**config.mk**
```make
export PLATFORM = sky130hd
export DESIGN_NAME = nr_sqrt
export DESIGN_NICKNAME = d
export VERILOG_FILES = /design/src/rtl/nr_sqrt_pkg.sv /design/src/rtl/nr_sqrt_seq.sv /design/src/rtl/nr_sqrt_step.sv /design/src/rtl/nr_sqrt_fix.sv /design/src/rtl/nr_sqrt.sv
export SDC_FILE = /design/constraint.sdc
export NUM_CORES = 1
export LEC_CHECK = 0
export CORE_MARGIN = 1.5
export CORE_UTILIZATION = 55
export DETAILED_ROUTE_END_ITERATION = 8
export PLACE_DENSITY = 0.74
export SLEW_MARGIN = 25
export SYNTH_ARGS = -nofsm -noshare
export SYNTH_HDL_FRONTEND = slang
export SYNTH_HIERARCHICAL = 1
export SYNTH_SLANG_ARGS = --single-unit
```
**constraint.sdc**
```tcl
create_clock -name clk -period 5.32 [get_ports clk]
set_input_delay 1.33 -clock clk [delete_from_list [all_inputs] [get_ports clk]]
set_output_delay 1.33 -clock clk [all_outputs]
set_load 0.005 [all_outputs]
```
**src/rtl/nr_sqrt_pkg.sv**
```systemverilog
package nr_sqrt_pkg;

  // sequencing phases of one root computation
  typedef enum logic [1:0] {
    SQ_IDLE = 2'd0,
    SQ_ITER = 2'd1,
    SQ_FIX  = 2'd2
  } sq_phase_e;

  // remainder width: radicand width plus two guard bits (sign and carry headroom)
  function automatic int rem_bits(int root_w);
    return 2 * root_w + 2;
  endfunction

  // partial root and weight width: weight starts at 2^(2*root_w)
  function automatic int part_bits(int root_w);
    return 2 * root_w + 1;
  endfunction

endpackage

```
**src/rtl/nr_sqrt_seq.sv**
```systemverilog
module nr_sqrt_seq
  import nr_sqrt_pkg::*;
#(
  parameter int ROOT_W = 24
) (
  input  logic clk,
  input  logic rst_n,
  input  logic accept,
  output logic idle,
  output logic step_en,
  output logic fix_en
);

  localparam int CW = $clog2(ROOT_W + 1);
  localparam logic [CW-1:0] LAST_STEP = CW'(ROOT_W - 1);

  sq_phase_e       phase_q;
  logic [CW-1:0]   step_q;

  always_ff @(posedge clk or negedge rst_n) begin
    if (!rst_n) begin
      phase_q <= SQ_IDLE;
      step_q  <= '0;
    end else begin
      unique case (phase_q)
        SQ_IDLE: begin
          if (accept) begin
            phase_q <= SQ_ITER;
            step_q  <= '0;
          end
        end
        SQ_ITER: begin
          step_q <= step_q + 1'b1;
          if (step_q == LAST_STEP) phase_q <= SQ_FIX;
        end
        SQ_FIX:  phase_q <= SQ_IDLE;
        default: phase_q <= SQ_IDLE;
      endcase
    end
  end

  assign idle    = (phase_q == SQ_IDLE);
  assign step_en = (phase_q == SQ_ITER);
  assign fix_en  = (phase_q == SQ_FIX);

endmodule

```
**src/rtl/nr_sqrt_step.sv**
```systemverilog
module nr_sqrt_step
  import nr_sqrt_pkg::*;
#(
  parameter int ROOT_W = 24
) (
  input  logic signed [rem_bits(ROOT_W)-1:0]  rem_i,
  input  logic        [part_bits(ROOT_W)-1:0] part_i,
  input  logic        [part_bits(ROOT_W)-1:0] wgt_i,
  output logic signed [rem_bits(ROOT_W)-1:0]  rem_o,
  output logic        [part_bits(ROOT_W)-1:0] part_o,
  output logic        [part_bits(ROOT_W)-1:0] wgt_o
);

  localparam int RW = rem_bits(ROOT_W);
  localparam int PW = part_bits(ROOT_W);

  logic              rem_neg;
  logic [PW-1:0]     wgt_cur;
  logic [PW-1:0]     wgt_dbl;
  logic [PW-1:0]     part_up;
  logic [PW-1:0]     part_dn;
  logic signed [RW-1:0] part_s;
  logic signed [RW-1:0] wgt_s;

  // weight for this iteration is the stored one divided by four
  assign wgt_cur = wgt_i >> 2;
  assign wgt_dbl = wgt_cur << 1;
  assign rem_neg = rem_i[RW-1];

  assign part_s = $signed({1'b0, part_i});
  assign wgt_s  = $signed({1'b0, wgt_cur});

  assign part_up = part_i + wgt_dbl;
  assign part_dn = part_i - wgt_dbl;

  always_comb begin
    if (rem_neg) begin
      rem_o  = rem_i + part_s - wgt_s;
      part_o = part_dn >> 1;
    end else begin
      rem_o  = rem_i - part_s - wgt_s;
      part_o = part_up >> 1;
    end
    wgt_o = wgt_cur;
  end

endmodule

```
**src/rtl/nr_sqrt_fix.sv**
```systemverilog
module nr_sqrt_fix #(
  parameter int ROOT_W = 24
) (
  input  logic [ROOT_W-1:0] odd_root_i,
  input  logic              rem_neg_i,
  output logic [ROOT_W-1:0] root_o
);

  // non-restoring digits leave an odd root that may sit one above the floor
  always_comb begin
    if (rem_neg_i) root_o = odd_root_i - 1'b1;
    else           root_o = odd_root_i;
  end

endmodule

```
**src/rtl/nr_sqrt.sv**
```systemverilog
module nr_sqrt
  import nr_sqrt_pkg::*;
#(
  parameter int ROOT_W = 24
) (
  input  logic                  clk,
  input  logic                  rst_n,
  input  logic                  in_valid,
  output logic                  in_ready,
  input  logic [2*ROOT_W-1:0]   in_radicand,
  output logic                  out_valid,
  output logic [ROOT_W-1:0]     out_root,
  output logic                  out_rem_neg
);

  localparam int XW = 2 * ROOT_W;
  localparam int RW = rem_bits(ROOT_W);
  localparam int PW = part_bits(ROOT_W);
  localparam logic [PW-1:0] WGT_INIT = {1'b1, {XW{1'b0}}};

  logic                 idle;
  logic                 step_en;
  logic                 fix_en;
  logic                 accept;

  logic signed [RW-1:0] rem_q;
  logic signed [RW-1:0] rem_nx;
  logic [PW-1:0]        part_q;
  logic [PW-1:0]        part_nx;
  logic [PW-1:0]        wgt_q;
  logic [PW-1:0]        wgt_nx;
  logic [ROOT_W-1:0]    root_fixed;

  assign accept   = in_valid & idle;
  assign in_ready = idle;

  nr_sqrt_seq #(.ROOT_W(ROOT_W)) u_seq (
    .clk     (clk),
    .rst_n   (rst_n),
    .accept  (accept),
    .idle    (idle),
    .step_en (step_en),
    .fix_en  (fix_en)
  );

  nr_sqrt_step #(.ROOT_W(ROOT_W)) u_step (
    .rem_i  (rem_q),
    .part_i (part_q),
    .wgt_i  (wgt_q),
    .rem_o  (rem_nx),
    .part_o (part_nx),
    .wgt_o  (wgt_nx)
  );

  nr_sqrt_fix #(.ROOT_W(ROOT_W)) u_fix (
    .odd_root_i (part_q[ROOT_W-1:0]),
    .rem_neg_i  (rem_q[RW-1]),
    .root_o     (root_fixed)
  );

  // recurrence registers
  always_ff @(posedge clk or negedge rst_n) begin
    if (!rst_n) begin
      rem_q  <= '0;
      part_q <= '0;
      wgt_q  <= '0;
    end else if (accept) begin
      rem_q  <= $signed({2'b00, in_radicand});
      part_q <= '0;
      wgt_q  <= WGT_INIT;
    end else if (step_en) begin
      rem_q  <= rem_nx;
      part_q <= part_nx;
      wgt_q  <= wgt_nx;
    end
  end

  // result registers
  always_ff @(posedge clk or negedge rst_n) begin
    if (!rst_n) begin
      out_valid   <= 1'b0;
      out_root    <= '0;
      out_rem_neg <= 1'b0;
    end else begin
      out_valid <= fix_en;
      if (fix_en) begin
        out_root    <= root_fixed;
        out_rem_neg <= rem_q[RW-1];
      end
    end
  end

endmodule

```
==> key figures <==
Route
  – Detailed Route WL: 57900 um
  – Vias: between 15000 and 20000
  – Pre-Repair DR Iteration Count: 6
  – Number of nets still failing antenna checks after routing: 0
  – Routed wire length per instance: 19.1 um
  – Via count normalized by instance count: roughly 6
  – Post-route DRC violation count: 0
  – Number of DRC markers in iteration 0: approximately 1600

Timing
  – Slew Limit Headroom: a little over two fifths
  – Total of endpoints with negative setup slack in the final report: 0
  – Final Max Slew Viols: 0
  – Setup TNS after final layout: 0 ns
  – Hold violation count in the final report: 0
  – Clock period minus worst slack: between 5 and 6 ns
  – Achievable clock frequency: between 150 and 200 MHz
  – Worst Hold Slack: around 0.49 ns
  – Transition time at the pin with the least slew margin: 0.858 ns
  – Post-route clock period utilization: 96.0%
  – Post-Route Skew: roughly 0.015 ns

Floorplan
  – Die Y: between 150 and 200 um
  – Num ports: 78
  – Standard cell core area: ~0.038 mm^2
  – Horizontal die dimension: between 150 and 200 um
  – DIE AREA: 0.0393 mm^2
  – Initial core utilization: 55.8%
  – Cell Rows: 71

Worst setup path
  – Critical Path Fanout Max: 7
  – Cell type group with the largest total delay on the critical path: simple AND/OR/NAND/NOR gates
  – Total buffers and inverters traversed by the critical path: 1
  – Type of destination of the critical path: flip-flop
  – Most frequent cell on the critical path: sky130_fd_sc_hd__a21o_1
  – Required arrival time at the worst endpoint: around 5.8 ns
  – R2r setup slk: between 0.2 and 0.25 ns
  – Cell breakdown of the critical path: or4_1, or3_1, nor4_1, buf_4, and3_1, nor2_1, xnor2_1, ha_1, a21o_1, a21o_1, a21o_1, a31o_2, a221o_1, a21oi_1, o21ba_2, o31ai_1, a21oi_1, xnor2_1, mux2i_1, nor2_1
  – Peak per-stage delay on the critical path: between 0.6 and 0.7 ns
  – Data arrival time of the critical path: between 5 and 6 ns
  – Critical path class: reg2reg
  – Critical-path top delay cell: sky130_fd_sc_hd__or4_1
  – Critical Path Source Type: flip-flop

GRT
  – Remaining global-route overflow: 0
  – Vias in the first global route: around 17000
  – Pin count of the biggest net entering global routing: 119
  – Wire length of the first global-routing pass: roughly 93000 um
  – Total routing usage reported by global routing: 30.5%
  – Initial antenna violation count: 0

Clock network
  – Clock latency on the worst-skew pair: roughly 0.50 ns
  – Num CTS Buffers: 17
  – Count of hold buffers inserted by post-cts repair: 0
  – Clock tree root buffer cell: sky130_fd_sc_hd__clkbuf_16
  – Total clock sinks: 179
  – CTS HTree Levels: 4
  – Clock transition at path regs: ~0.070 ns
  – Clock tree from TritonCTS: built
  – Buffers from clock root to sink, at most: 2

Place
  – DPL Wire Length: approximately 45000 um
  – Input/output buffers: 77
  – Placed cells: around 3000
  – RD Place Congestion: around 1

Logic synthesis
  – Cell area after synthesis: 0.0210 mm^2
  – Cell count after synthesis: around 2500
  – Yosys warning count: 6
  – Per-instance average area after synthesis: just over 8 um^2

Outcome
  – Result of the run: finished clean

Finish
  – Final instance count without filler cells: 3026
  – Fill cells: 3398
  – Fraction of layout instances using a drive strength above 1: about 5.4%
  – Antenna diode instance count: 0
  – # nets final: between 2000 and 3000
  – P&R area growth vs syn: 7.06%
  – Share of the core filled with cells in the final layout: between 50% and 60%

Worst hold path
  – Worst min-delay path class: reg2reg

Job
  – Number of maximum-capacitance constraint violations: 0
[worst register-to-register path: stages, from the launching register on]
cell	delay, ns
sky130_fd_sc_hd__dfrtp_1	0.49
sky130_fd_sc_hd__or4_1	0.61
sky130_fd_sc_hd__or3_1	0.50
sky130_fd_sc_hd__nor4_1	0.28
sky130_fd_sc_hd__buf_4	0.21
sky130_fd_sc_hd__and3_1	0.28
sky130_fd_sc_hd__nor2_1	0.09
sky130_fd_sc_hd__xnor2_1	0.17
sky130_fd_sc_hd__ha_1	0.38
sky130_fd_sc_hd__a21o_1	0.19
sky130_fd_sc_hd__a21o_1	0.17
sky130_fd_sc_hd__a21o_1	0.19
sky130_fd_sc_hd__a31o_2	0.21
sky130_fd_sc_hd__a221o_1	0.29
sky130_fd_sc_hd__a21oi_1	0.24
sky130_fd_sc_hd__o21ba_2	0.17
sky130_fd_sc_hd__o31ai_1	0.07
sky130_fd_sc_hd__a21oi_1	0.19
sky130_fd_sc_hd__xnor2_1	0.14
sky130_fd_sc_hd__mux2i_1	0.09
sky130_fd_sc_hd__nor2_1	0.11
[per-layer routing]
| layer | global-route usage, % | routed length (um) | share of wire [%] | vias up |
|---|---|---|---|---|
| li1 | - | - | - | 8565 |
| met1 | 41.5 | 25900 | 45 | 8737 |
| met2 | 48.4 | 26800 | 46 | 547 |
| met3 | 4.31 | 3320 | 5.7 | 91 |
| met4 | 13.0 | 1930 | 3.3 | 0 |
| met5 | 0 | 0 | 0 | - |
[worst paths after layout]
kind / startpoint / endpoint / depth (start not counted)
min reg2reg: out_root[3] / out_root[3] / 1
max in group asynchronous: rst_n / rem_q[18] / 2
min: out_root[3] / out_root[3] / 1
min in group asynchronous: rst_n / u_seq/phase_q[0] / 1
max: wgt_q[30] / part_q[46] / 20
max reg2reg: wgt_q[30] / part_q[46] / 20
[through the flow]
step,worst slack [ns],cell area (um^2)
global placement,0.363,21800
global route,-0.0287,22500
floorplan,0.678,21000
CTS,0.186,22400
detailed placement,0.220,21800
finish,0.215,22500
[flip-flops by register name, summed over array words and instances (netlist names)]
name           count
out_rem_neg        1
out_root          24
out_valid          1
part_q            49
rem_q             50
u_seq/phase_q      2
u_seq/step_q       5
wgt_q             47
[layout by cell type, fill, tap and decap left out, types with 28 or more instances in the layout]
master,instances
sky130_fd_sc_hd__a21oi_1,194
sky130_fd_sc_hd__o21bai_1,28
sky130_fd_sc_hd__nand4_1,33
sky130_fd_sc_hd__xor2_1,69
sky130_fd_sc_hd__nor2_1,220
sky130_fd_sc_hd__nand2_1,115
sky130_fd_sc_hd__nand3_1,88
sky130_fd_sc_hd__o21ai_1,54
sky130_fd_sc_hd__nor3_1,38
sky130_fd_sc_hd__xnor2_1,125
sky130_fd_sc_hd__inv_1,293
sky130_fd_sc_hd__buf_4,46
sky130_fd_sc_hd__mux2i_1,154
sky130_fd_sc_hd__a21o_1,85
sky130_fd_sc_hd__o21ai_0,105
sky130_fd_sc_hd__dfrtp_1,177
sky130_fd_sc_hd__clkdlybuf4s50_1,75
sky130_fd_sc_hd__fa_1,95
sky130_fd_sc_hd__ha_1,157
[what timing repair did]
action / CTS / global route
setup buffers: 0 / 0
gates resized for setup: 0 / 6
setup endpoints to repair: 0 / 9
[area by class of cell]
type	count	area (um^2)	area share [%]
flip-flops and latches	179	4480	20.0
well taps	511	639	2.85
clock inverters	9	109	0.485
clock buffers	20	457	2.03
inverters	295	1110	4.96
multi-input cells	1885	14500	64.4
repair buffers	127	1200	5.36
Power is not shown: default switching activity piles up to over one toggle a cycle in this logic, so the estimate is an artifact.
